==> src/rtl/cgate_pkg.sv <==
package cgate_pkg;
   typedef enum logic [1:0] {
      ST_IDLE = 2'd0,
      ST_WIN  = 2'd1,
      ST_REL  = 2'd2
   } cg_state_e;
endpackage

==> src/rtl/cgate_sync.sv <==
module cgate_sync #(
   parameter int STAGES = 2
) (
   input  logic clk,
   input  logic rst_n,
   input  logic din,
   output logic dout
);
   generate
      if (STAGES == 0) begin : g_bypass
         assign dout = din;
      end else begin : g_chain
         logic [STAGES-1:0] chain;
         always_ff @(posedge clk or negedge rst_n) begin
            if (!rst_n) chain <= '0;
            else        chain <= {chain[STAGES-2+((STAGES==1)?1:0):0], din};
         end
         assign dout = chain[STAGES-1];
      end
   endgenerate
endmodule

==> src/rtl/cgate_rejcnt.sv <==
module cgate_rejcnt #(
   parameter int CNT_W = 8
) (
   input  logic             clk,
   input  logic             rst_n,
   input  logic             inc,
   output logic [CNT_W-1:0] cnt
);
   localparam logic [CNT_W-1:0] CNT_MAX = {CNT_W{1'b1}};

   always_ff @(posedge clk or negedge rst_n) begin
      if (!rst_n)                     cnt <= '0;
      else if (inc && cnt != CNT_MAX) cnt <= cnt + 1'b1;
   end

   AST_SAT_HOLD: assert property (@(posedge clk) disable iff (!rst_n)
      (cnt == CNT_MAX) |=> (cnt == CNT_MAX));
   AST_COUNT_STEP: assert property (@(posedge clk) disable iff (!rst_n)
      ($past(inc) && $past(cnt) != CNT_MAX) |-> (cnt == $past(cnt) + 1'b1));
endmodule

==> src/rtl/cgate_power.sv <==
module cgate_power (
   input  logic quiet,
   input  logic coin_en,
   input  logic ext_sel,
   output logic pwr_main,
   output logic pwr_coin,
   output logic pwr_adc
);
   always_comb begin
      pwr_main = !quiet;
      pwr_adc  = !quiet;
      pwr_coin = !quiet && coin_en && !ext_sel;
   end
endmodule

==> src/rtl/cgate_ctrl.sv <==
module cgate_ctrl
   import cgate_pkg::*;
#(
   parameter int WIN_W       = 4,
   parameter int CNT_W       = 8,
   parameter int SYNC_STAGES = 2
) (
   input  logic             clk,
   input  logic             rst_n,
   input  logic             main_evt,
   input  logic             coin_int,
   input  logic             coin_ext,
   input  logic             cfg_coin_en,
   input  logic             cfg_anti,
   input  logic             cfg_ext_sel,
   input  logic             cfg_quiet,
   input  logic [WIN_W-1:0] cfg_window,
   output logic             conv_req,
   output logic             pk_reset,
   output logic             busy,
   output logic [CNT_W-1:0] rej_count,
   output logic             pwr_main,
   output logic             pwr_coin,
   output logic             pwr_adc
);
   generate
      if (WIN_W < 1 || CNT_W < 1 || SYNC_STAGES < 0) begin : g_bad_param
         $error("cgate_ctrl: WIN_W and CNT_W must be >= 1, SYNC_STAGES >= 0");
      end
   endgenerate

   logic             ext_sync;
   logic             gate;
   logic             hit;
   logic             seen_q;
   logic [WIN_W-1:0] win_cnt;
   logic [WIN_W-1:0] win_last;
   cg_state_e        state;

   cgate_sync #(.STAGES(SYNC_STAGES)) i_sync (
      .clk  (clk),
      .rst_n(rst_n),
      .din  (coin_ext),
      .dout (ext_sync)
   );

   assign gate     = cfg_ext_sel ? ext_sync : coin_int;
   assign hit      = seen_q | gate;
   assign win_last = (cfg_window == '0) ? '0 : cfg_window - 1'b1;

   always_ff @(posedge clk or negedge rst_n) begin
      if (!rst_n) begin
         state    <= ST_IDLE;
         win_cnt  <= '0;
         seen_q   <= 1'b0;
         conv_req <= 1'b0;
         pk_reset <= 1'b0;
      end else begin
         conv_req <= 1'b0;
         pk_reset <= 1'b0;
         unique case (state)
            ST_IDLE: begin
               if (main_evt && !cfg_quiet) begin
                  if (!cfg_coin_en) begin
                     conv_req <= 1'b1;
                     state    <= ST_REL;
                  end else begin
                     win_cnt <= '0;
                     seen_q  <= 1'b0;
                     state   <= ST_WIN;
                  end
               end
            end
            ST_WIN: begin
               if (win_cnt == win_last) begin
                  conv_req <= cfg_anti ? !hit : hit;
                  pk_reset <= cfg_anti ? hit : !hit;
                  state    <= ST_REL;
               end else begin
                  win_cnt <= win_cnt + 1'b1;
                  seen_q  <= hit;
               end
            end
            ST_REL: begin
               if (!main_evt) state <= ST_IDLE;
            end
            default: state <= ST_IDLE;
         endcase
      end
   end

   assign busy = (state != ST_IDLE);

   cgate_rejcnt #(.CNT_W(CNT_W)) i_rejcnt (
      .clk  (clk),
      .rst_n(rst_n),
      .inc  (pk_reset),
      .cnt  (rej_count)
   );

   cgate_power i_power (
      .quiet   (cfg_quiet),
      .coin_en (cfg_coin_en),
      .ext_sel (cfg_ext_sel),
      .pwr_main(pwr_main),
      .pwr_coin(pwr_coin),
      .pwr_adc (pwr_adc)
   );

   AST_ONE_VERDICT: assert property (@(posedge clk) disable iff (!rst_n)
      !(conv_req && pk_reset));
   AST_VERDICT_PULSE: assert property (@(posedge clk) disable iff (!rst_n)
      (conv_req || pk_reset) |=> !(conv_req || pk_reset));
   AST_NO_REJECT_OFF: assert property (@(posedge clk) disable iff (!rst_n)
      pk_reset |-> $past(cfg_coin_en));
   AST_QUIET_IDLE: assert property (@(posedge clk) disable iff (!rst_n)
      (cfg_quiet && !busy) |=> !busy);
   AST_VERDICT_BUSY: assert property (@(posedge clk) disable iff (!rst_n)
      (conv_req || pk_reset) |-> busy);
endmodule

==> config.mk <==
export PLATFORM = sky130hd
export DESIGN_NAME = cgate_ctrl
export DESIGN_NICKNAME = d
export VERILOG_FILES = /design/src/rtl/cgate_pkg.sv /design/src/rtl/cgate_sync.sv /design/src/rtl/cgate_rejcnt.sv /design/src/rtl/cgate_power.sv /design/src/rtl/cgate_ctrl.sv
export SDC_FILE = /design/constraint.sdc
export NUM_CORES = 1
export LEC_CHECK = 0
export BUFFER_PORTS_ARGS = -buffer_cell sky130_fd_sc_hd__buf_2
export CAP_MARGIN = 40
export CORE_ASPECT_RATIO = 1.2
export CORE_MARGIN = 4
export CORE_UTILIZATION = 55
export DETAILED_ROUTE_END_ITERATION = 10
export GPL_ROUTABILITY_DRIVEN = 0
export HOLD_SLACK_MARGIN = 0.06
export PLACE_DENSITY = 0.82
export SYNTH_ARGS = -nofsm -noshare
export SYNTH_HDL_FRONTEND = slang
export SYNTH_SLANG_ARGS = --single-unit
==> constraint.sdc <==
create_clock -name clk -period 3.12 [get_ports clk]
set_clock_uncertainty 0.2 [all_clocks]
set_input_delay 0.156 -clock clk [delete_from_list [all_inputs] [get_ports clk]]
set_output_delay 0.156 -clock clk [all_outputs]
set_load 0.1 [all_outputs]
Word-level counts from Yosys, hierarchy flattened
Index checks and enable logic that the tools add are counted.

Register bits: 19. Input port bits: 13. Output and inout port bits: 14. Word-level logic and storage cells: 56.

$add $sub $neg: 3. Eq/ne operators: 9. Mux-type cells: 23. Bitwise operators: 1. Reduce and logical (&&, ||, !) cells: 13.

Operators with widths (number): $mux W4 (4); $mux W1 (11); $ne A2 B2 Y1 const B (5); $add A8 B1 Y8 const B (1); $mux W2 (4); $ne A8 B8 Y1 const B (1); $pmux W4 S2 (1); $pmux W2 S3 (1); $add A4 B1 Y4 const B (1); $eq A4 B4 Y1 (1); $logic_and A1 B1 Y1 (4); $logic_not A4 Y1 (1); $pmux W1 S2 (2); $reduce_and A4 Y1 (1); $reduce_bool A2 Y1 (2); $sub A4 B1 Y4 const B (1); $logic_not A1 Y1 (3); $reduce_and A3 Y1 (1); $eq A2 B1 Y1 const B (1); $eq A2 B2 Y1 const B (1); $logic_not A2 Y1 (1); $or A1 B1 Y1 (1).

Longest topological paths before layout
Gate-level depths: netlist of the first run.

Depth after elaboration: 6. Gate-level depth with buffers: 6. Gate-level depth less buffers: 6.

Hierarchy
A second synthesis of the first run with hierarchy kept.

Cell total of the unflattened synthesis: 118. Area, all modules: 1163.6 sq um.

By module, submodules not included: cgate_ctrl (times used 1, cells an instance 79, area each 681.9 sq um, seq. area each 225.2 sq um); cgate_rejcnt (times used 1, cells an instance 34, area each 407.9 sq um, seq. area each 200.2 sq um); cgate_sync (times used 1, cells an instance 2, area each 50.0 sq um, seq. area each 50.0 sq um); cgate_power (times used 1, cells an instance 3, area each 23.8 sq um, seq. area each 0.0 sq um).

Worst setup path before layout of the first run
Ideal clock, no wire load.

Kind: input -> output. From: in cfg_ext_sel. To: out pwr_coin. Data arrival time: 2.368 ns. Required time: 2.764 ns. Slack: 0.396 ns. Stages on the path: 1. Path buffers: 0. Cells stage by stage: nor3b_1.

Longest elaborated chain between the ends: 2.

RTL lines: from (decl) (RTL line cgate_ctrl.sv:15) `input logic cfg_ext_sel,`; $logic_not A1 Y1 (RTL line cgate_power.sv:12) `pwr_coin = !quiet && coin_en && !ext_sel;`; $logic_and A1 B1 Y1 (RTL line cgate_power.sv:12); to (decl) (RTL line cgate_ctrl.sv:23) `output logic pwr_coin,`.

No other way between the ends.

Worst setup path after layout of the first run
From: reg win_cnt[2]. To: reg win_cnt[1].

Longest elaborated chain between the ends: 3.

RTL lines: from (decl) (RTL line cgate_ctrl.sv:36) `logic [WIN_W-1:0] win_cnt;`; from (signal assigned) (RTL line cgate_ctrl.sv:80) `win_cnt <= win_cnt + 1'b1;`; $eq A4 B4 Y1 (RTL line cgate_ctrl.sv:75) `if (win_cnt == win_last) begin`; $ne A2 B2 Y1 (no source line); $reduce_and A4 Y1 (no source line).

No other way between the ends. A chain may end at the register's enable or synchronous reset.

==> key figures, run 1 <==
Logic synthesis
  • Register area share after synthesis: 0.4348
  • Post-synth cell types: 36
  • Most used DFF post-synth: dfrtp_1
  • Synth top area share: 0.4348
  • Post-Synth Adder-Cell Area: 0.02288
  • Post-synth top cells: 19 x dfrtp_1, 13 x nand2_1, 6 x nand2b_1, 6 x nand3_1, 6 x o21ai_0
  • Avg Cell Area, Syn: 9.593 um2
  • Post-synth EDFFs: 0
  • Total nets after synthesis: 129
  • Post-synthesis simple-gate area fraction: 0.2311
  • Async SR Flop Fraction: 1.000
  • Synth warn: 0
  • Post-synth top area cell: dfrtp_1
  • Seq cells post-synth: 19
  • Mux cell area share after synthesis: 0.02059
  • Main area contributors after synthesis: dfrtp_1 43%, nand2_1 4.5%, xnor2_1 4.0%
  • Cell with the most instances after synthesis: dfrtp_1
  • Largest family of logic cells by synthesized area: simple AND/OR/NAND/NOR gates
  • Synth Area in Compound Gates: 0.1979
  • Post-synthesis xor/xnor area fraction: 0.07208
  • Cells after synthesis: 114
  • Synth Cell Area: roughly 1100 um2

Clock network
  • CTS Buffer Depth: 2
  • Worst skew pair latency: ~0.29 ns
  • # clock sinks: 19
  • Post-cts resize count: 0
  • Buffer count from post-CTS setup fixing: 0
  • Clock transition at path regs: 0.10 ns
  • CTS tree: done
  • H-tree Lvls: 1
  • TritonCTS buffer count: 3
  • Clock root cell: clkbuf_4

Setup path
  • Crit. End Element: flip-flop
  • Crit path launch type: flip-flop
  • R2R setup slack: around 1.2 ns
  • CP max-delay cell: o31ai_1
  • Worst EP required: around 3.1 ns
  • CP Class: reg -> reg
  • CP max FO: 7
  • Crit path cell chain: nand2b_1 > a21boi_1 > o31ai_1 > nor3_1 > a221o_1
  • Worst path max stage delay: around 0.47 ns
  • Arr. time, crit path: roughly 2 ns

Global routing
  • M2 GR Usage: 0.3321
  • Grt met1 use: 0.2114
  • Gr busiest metal: met2
  • GR Util All Layers: 0.1871
  • First-pass GRT wire length: approximately 4200 um
  • Grt met3 use: 0.03448
  • Antenna violations before repair: 0
  • Grt ovf: 0
  • Vias in the first global route: a little over 1,000
  • Largest net degree at the start of global routing: 20

Place
  • Placed Cells: 157
  • DP HPWL: 1723 um
  • IO Port Bufs: 26

STA
  • Worst slew pin tran: between 0.5 and 0.6 ns
  • WHS: 0.1024 ns
  • Max-slew violations: 0
  • Unrepaired setup endpoints after global routing: false
  • Final Hold Viols: 0
  • Tcrit/Tclk final: 0.6304
  • Rel. slew slack: 0.6284
  • Final setup violating endpoints: 0
  • Fmax: 508.4 MHz
  • Fin crit period: 1.967 ns
  • TNS Setup: 0 ns

Floorplanning
  • Die height: 56.85 um
  • Core footprint: 1872 um2
  • Io pins: 27
  • Chip width: 48.71 um
  • Die area: 2769 um2
  • Num rows: 17
  • Starting Density: 0.5842

Layout
  • Layout cells sized above 1: 0.2517
  • Area grow syn2layout: 20.02%
  • Register area: ~480 um2
  • Layout Cells excl Fill: 166
  • Multi-input combinational cell area: 595.6 um2
  • Diodes inserted: 0
  • Filler cells: 147
  • Fin nets: 163

Drt
  • Post-Route WL: 2349 um
  • Initial DRC count: 38
  • TritonRoute pass-1 iters: 4
  • Post-DRT Antenna Nets: 0
  • DR DRC count: 0
  • Via density: 6.042
  • Routed wire length per instance: ~14 um
  • Vias: 1,003

Power
  • Power per cell area: 703.9 nW/um2
  • Leakage: 0.6459 nW
  • Worst IR Drop VDD: 0.5993 mV

Worst hold path
  • Hold Path Class: in -> reg

Flow run
  • Maxcap violations: 0

Status
  • Status: finished clean
## path summary, 6_finish.rpt
check                                                  start                                 to  cells after the start
min in group asynchronous                              rst_n        i_rejcnt.cnt[6]$_DFFE_PN0P_                      2
hold / removal                                   cfg_coin_en               state[0]$_DFFE_PN0P_                      4
setup reg to reg                      win_cnt[2]$_DFFE_PN0P_             win_cnt[1]$_DFFE_PN0P_                      5
max in group asynchronous                              rst_n               state[1]$_DFFE_PN0P_                      2
hold reg to reg            i_sync.g_chain.chain[0]$_DFF_PN0_  i_sync.g_chain.chain[1]$_DFF_PN0_                      0
setup / recovery                      win_cnt[2]$_DFFE_PN0P_             win_cnt[1]$_DFFE_PN0P_                      5
## area by class of cell
cell class / instances / area share
tap: 19 / 0.01811
clock buffer: 4 / 0.02002
timing repair buffer: 31 / 0.1373
sequential: 19 / 0.3622
inverter: 3 / 0.008580
multi-input combinational: 90 / 0.4538
## cells in the final DEF (no fill, tap or decap), types with 3 or more instances in the layout
cell type	n
xor2_1	4
nand4_1	3
and3_1	5
inv_1	3
clkbuf_4	3
xnor2_1	5
nor3_1	4
buf_2	26
dlygate4sd3_1	5
dfrtp_1	19
nand2b_1	6
nor2_1	5
a21oi_1	5
nand3_1	6
nand2_1	13
o21ai_0	6
## layer usage
metal / routed length [um] / vias up / share of wire
met3: 115 / 5 / 0.049
met5: 0 / - / 0
li1: - / 481 / -
met1: 959 / 485 / 0.41
met2: 1234 / 32 / 0.53
met4: 40 / 0 / 0.017
## flip-flops by register name, summed over array words and instances (netlist names)
signal                cells
win_cnt                   4
i_sync.g_chain.chain      2
conv_req                  1
i_rejcnt.cnt              8
seen_q                    1
pk_reset                  1
state                     2
## critical path, delay by kind of cell (launching register included)
family           cells  cell delay [ns]
flip-flops           1             0.45
AND/OR/NAND/NOR      2             0.30
AO/OA/AOI/OAI        3             0.90
## report_power, final
group | total (mW) | internal, mW | switching, mW
clock network | 0.120 | 0.0497 | 0.0708
registers | 0.373 | 0.294 | 0.0793
logic | 0.430 | 0.128 | 0.302
total | 0.924 | 0.472 | 0.452
## repair_timing
item / 4_1_cts / 5_1_grt
hold endpoints to repair: 23 / 0
hold buffers: 5 / 0
endpoints found under the setup margin: 0 / 0
## per-stage QoR
step,setup WS [ns],instance area [um2],util,power [mW]
global route,1.018,1313,0.7012,0.9882
detailed placement,1.228,1236,0.6604,0.7985
global placement,1.298,1236,0.6604,0.7871
floorplan,0.3959,1094,-,0.7085
finish,1.153,1313,0.7012,0.9238
CTS,1.212,1313,0.7012,0.9233
## kinds of logic (layout without fill, tap and decap cells)
group / after synthesis / count (layout)
flip-flops: 19 / 19
adder cells (fa/ha/maj): 2 / 2
AND/OR/NAND/NOR: 49 / 49
AO/OA/AOI/OAI: 28 / 28
XOR/XNOR: 9 / 9
multiplexers: 2 / 2
buffers and inverters: 5 / 38
Note: power is estimated with default switching activity, not from simulation.
==> run 2: changes to the inputs <==
ABC_AREA = 1   (was unset)
CORE_UTILIZATION = 47   (was 55)
PLACE_DENSITY = 0.74   (was 0.82)
clock period = 1.68 ns   (was 3.12 ns; I/O delays follow)
==> run 2 against run 1 <==
  * First-iteration DRC count is 50% lower
  * Clock-buffer cell count fell by 1
  * Via count grew 3.4%
  * Flip-flop and latch count unchanged
  * Register-to-register slack got worse by 1.1 ns
  * Critical path type unchanged
==> key figures, run 2 <==
Layout
  • Fin nets: 200 (was 163)
  • Layout Cells excl Fill: 215 (was 166)
  • Max reg flops: 8 (unchanged)
  • Area grow syn2layout: 35.36% (was 20.02%)
  • Filler cells: 180 (was 147)
  • Largest reg by FF count: i_rejcnt.cnt (unchanged)
  • Most common cell after layout, fill and taps aside: nand2_1 (was buf_2)
  • Regs by FF count: i_rejcnt.cnt x8, win_cnt x4 (unchanged)
  • Most frequent cells in the layout: 34 x nand2_1, 26 x buf_2, 17 x inv_1 (was 26 x buf_2, 19 x dfrtp_1, 13 x nand2_1)
  • Layout cells sized above 1: 0.3804 (was 0.2517)
  • Diodes inserted: 0 (unchanged)
  • Final core utilization: 0.6647 (was 0.7012)

Logic synthesis
  • Cells after synthesis: 140 (was 114)
  • Post-synth top cells: 34 x nand2_1, 19 x dfrtp_1, 18 x inv_1 (was 19 x dfrtp_1, 13 x nand2_1, 6 x nand2b_1, 6 x nand3_1, 6 x o21ai_0)
  • Main area contributors after synthesis: dfrtp_1 42%, nand2_1 11%, nand3_1 7.1% (was dfrtp_1 43%, nand2_1 4.5%, xnor2_1 4.0%)
  • Cell with the most instances after synthesis: nand2_1 (was dfrtp_1)
  • Most used DFF post-synth: dfrtp_1 (unchanged)
  • Synth top area share: 0.4199 (was 0.4348)
  • Synth warn: 0 (unchanged)
  • Post-synth top area cell: dfrtp_1 (unchanged)
  • Avg Cell Area, Syn: 8.088 um2 (was 9.593 um2)
  • Seq cells post-synth: 19 (unchanged)
  • Total nets after synthesis: 155 (was 129)
  • Post-synth cell types: 25 (was 36)
  • Post-synth EDFFs: 0 (unchanged)
  • Register area share after synthesis: 0.4199 (was 0.4348)
  • Async SR Flop Fraction: 1.000 (unchanged)
  • Synth Cell Area: 1132 um2 (was 1094 um2)

Floorplanning
  • Die area: 3262 um2 (was 2769 um2)
  • Io pins: 27 (unchanged)
  • Starting Density: 0.4910 (was 0.5842)
  • Num rows: 19 (was 17)
  • Core footprint: 2306 um2 (was 1872 um2)
  • Chip width: 52.81 um (was 48.71 um)
  • Die height: 61.77 um (was 56.85 um)

Drt
  • Vias: 1,037 (was 1,003)
  • Post-Route WL: 2446 um (was 2349 um)
  • Initial DRC count: 19 (was 38)
  • Post-DRT Antenna Nets: 0 (unchanged)
  • Routed wire length per instance: 11.38 um (was 14.15 um)
  • DR DRC count: 0 (unchanged)
  • TritonRoute pass-1 iters: 4 (unchanged)
  • Via density: 4.823 (was 6.042)

Clock network
  • Clock root cell: clkbuf_4 (unchanged)
  • # clock sinks: 19 (unchanged)
  • Worst skew pair latency: 0.29 ns (about the same)
  • H-tree Lvls: 1 (unchanged)
  • CTS Buffer Depth: 2 (unchanged)
  • TritonCTS buffer count: 3 (unchanged)
  • Clock transition at path regs: 0.12 ns (was 0.10 ns)
  • CTS tree: done (unchanged)

Power
  • Worst IR Drop VDD: 0.9373 mV (was 0.5993 mV)
  • Net Sw Frac: 0.4965 (was 0.4892)
  • Power per cell area: 1176 nW/um2 (was 703.9 nW/um2)
  • Leakage: 0.7929 nW (was 0.6459 nW)
  • Combinational share of power: 0.516 (was 0.466)
  • P_int: 907.7 uW (was 471.9 uW)
  • Sequential share of power: 0.354 (was 0.404)
  • Power share of the clock group: 0.130 (about the same)
  • Net load switching power: 895.1 uW (was 451.9 uW)

Global routing
  • GR Util All Layers: 0.1550 (was 0.1871)
  • First-pass GRT wire length: 3795 um (was 4160 um)
  • Antenna violations before repair: 0 (unchanged)
  • Vias in the first global route: 953 (was 1,007)
  • Grt ovf: 0 (unchanged)
  • Largest net degree at the start of global routing: 20 (unchanged)

Setup path
  • Worst EP required: 1.67 ns (was 3.10 ns)
  • Crit path from: i_rejcnt.cnt[0]$_DFFE_PN0P_ (was win_cnt[2]$_DFFE_PN0P_)
  • Worst reg2reg startpoint: i_rejcnt.cnt[0]$_DFFE_PN0P_ (was win_cnt[2]$_DFFE_PN0P_)
  • CP max FO: 6 (was 7)
  • Crit path cell chain: ha_4 > nand4_1 > nor2_2 > nand3_2 > nand2_4 > mux2_4 (was nand2b_1 > a21boi_1 > o31ai_1 > nor3_1 > a221o_1)
  • CP max-delay cell: dfrtp_4 (was o31ai_1)
  • CP Class: reg -> reg (unchanged)
  • Crit. End Element: flip-flop (unchanged)
  • Cell family with most CP delay: simple AND/OR/NAND/NOR gates (was compound AO/OA/AOI/OAI gates)
  • Worst path max stage delay: 0.44 ns (was 0.47 ns)
  • Arr. time, crit path: 1.63 ns (was 1.95 ns)
  • WP buf/inv: 0 (unchanged)
  • Crit path launch type: flip-flop (unchanged)

Worst hold path
  • Hold Path Class: in -> reg (unchanged)
  • Hold path start: cfg_ext_sel (was cfg_coin_en)

STA
  • Fin crit period: 1.646 ns (was 1.967 ns)
  • Fin worst setup slack: 0.03395 ns (was 1.153 ns)
  • Rel. slew slack: 0.6681 (was 0.6284)
  • WHS: 0.09736 ns (was 0.1024 ns)
  • Max-slew violations: 0 (unchanged)
  • Fmax: 607.5 MHz (was 508.4 MHz)
  • Tcrit/Tclk final: 0.9798 (was 0.6304)
  • Worst slew pin tran: 0.5013 ns (was 0.5527 ns)
  • TNS Setup: 0 ns (unchanged)
  • Final setup violating endpoints: 0 (unchanged)
  • Unrepaired setup endpoints after global routing: true (was false)
  • Final Hold Viols: 0 (unchanged)

Place
  • IO Port Bufs: 26 (unchanged)
  • Placed Cells: 198 (was 157)
  • DP HPWL: 1756 um (was 1723 um)
  • Dpl ws: -0.04141 ns (was 1.228 ns)

Flow run
  • Maxcap violations: 0 (unchanged)

Status
  • Status: finished clean (unchanged)
[run 2: changes by cell type in the layout (fill, tap and decap cells not counted), sizes merged, moves of 4 or more]
cell / delta
o21ai: -4
dlygate4sd3: +4
nand2b: -6
inv: +16
buf: +6
nor2: +8
nand2: +28
and3: -5
nand3: +12
[run 2: cells by family after synthesis]
kind of cell / Yosys count / share of synthesized area
AO/OA/AOI/OAI: 6 / 0.03867
adder cells (fa/ha/maj): 2 / 0.02210
buffers and inverters: 21 / 0.07293
XOR/XNOR: 9 / 0.06962
flip-flops: 19 / 0.4199
AND/OR/NAND/NOR: 81 / 0.3569
multiplexers: 2 / 0.01989
[run 2: final cells by class]
| cell class | count | area [um2] | share of cell area |
|---|---|---|---|
| Clock buffer | 3 | 22.52 | 0.01469 |
| Clock inverter | 1 | 5.005 | 0.003265 |
| Inverter | 20 | 81.33 | 0.05306 |
| Multi-Input combinational cell | 100 | 624.3 | 0.4073 |
| Sequential cell | 19 | 495.5 | 0.3233 |
| Tap cell | 31 | 38.79 | 0.02531 |
| Timing Repair Buffer | 41 | 265.3 | 0.1731 |
[run 2: worst reg2reg max path, cell delays in order (launching register included)]
cell	delay, ns
dfrtp_4	0.44
ha_4	0.13
nand4_1	0.08
nor2_2	0.13
nand3_2	0.12
nand2_4	0.13
mux2_4	0.31
[run 2: repair_timing]
action,in CTS,in global routing
gates cloned,0,0
pin swaps,3,3
hold endpoints to repair,24,0
gates resized for setup,3,5
endpoints found under the setup margin,3,6
hold buffers,9,0
setup buffers,4,0
[run 2: worst paths after layout]
kind | end | slack (ns) | depth (start not counted)
hold / removal | seen_q$_DFFE_PN0P_ | 0.1 | 5
min in group asynchronous | i_sync.g_chain.chain[1]$_DFF_PN0_ | 0.57 | 3
hold reg to reg | i_sync.g_chain.chain[1]$_DFF_PN0_ | 0.17 | 0
setup reg to reg | i_rejcnt.cnt[1]$_DFFE_PN0P_ | 0.03 | 6
setup / recovery | i_rejcnt.cnt[1]$_DFFE_PN0P_ | 0.03 | 6
max in group asynchronous | i_rejcnt.cnt[0]$_DFFE_PN0P_ | 0.38 | 3
[run 2: layer usage]
metal  track usage  vias to the layer above  share of wire
li1              -                      531              -
met5             0                        -              0
met3       0.02864                        2          0.037
met2        0.2677                       17           0.52
met1        0.1913                      487           0.44
met4       0.06204                        0         0.0078
[run 2: power by group through the flow]
stage / Combinational (mW) / Clock (mW) / Sequential (mW)
2_1_floorplan: 0.555 / 0 / 0.796
3_3_place_gp: 0.855 / 0 / 0.648
3_5_place_dp: 0.870 / 0 / 0.653
4_1_cts: 0.929 / 0.237 / 0.639
5_1_grt: 1.01 / 0.257 / 0.651
6_report: 0.931 / 0.234 / 0.638
[run 2: metrics by stage]
stage | power (mW) | cell area, um2
floorplan | 1.351 | 1176
global placement | 1.502 | 1353
detailed placement | 1.523 | 1353
CTS | 1.805 | 1510
global route | 1.920 | 1533
finish | 1.803 | 1533
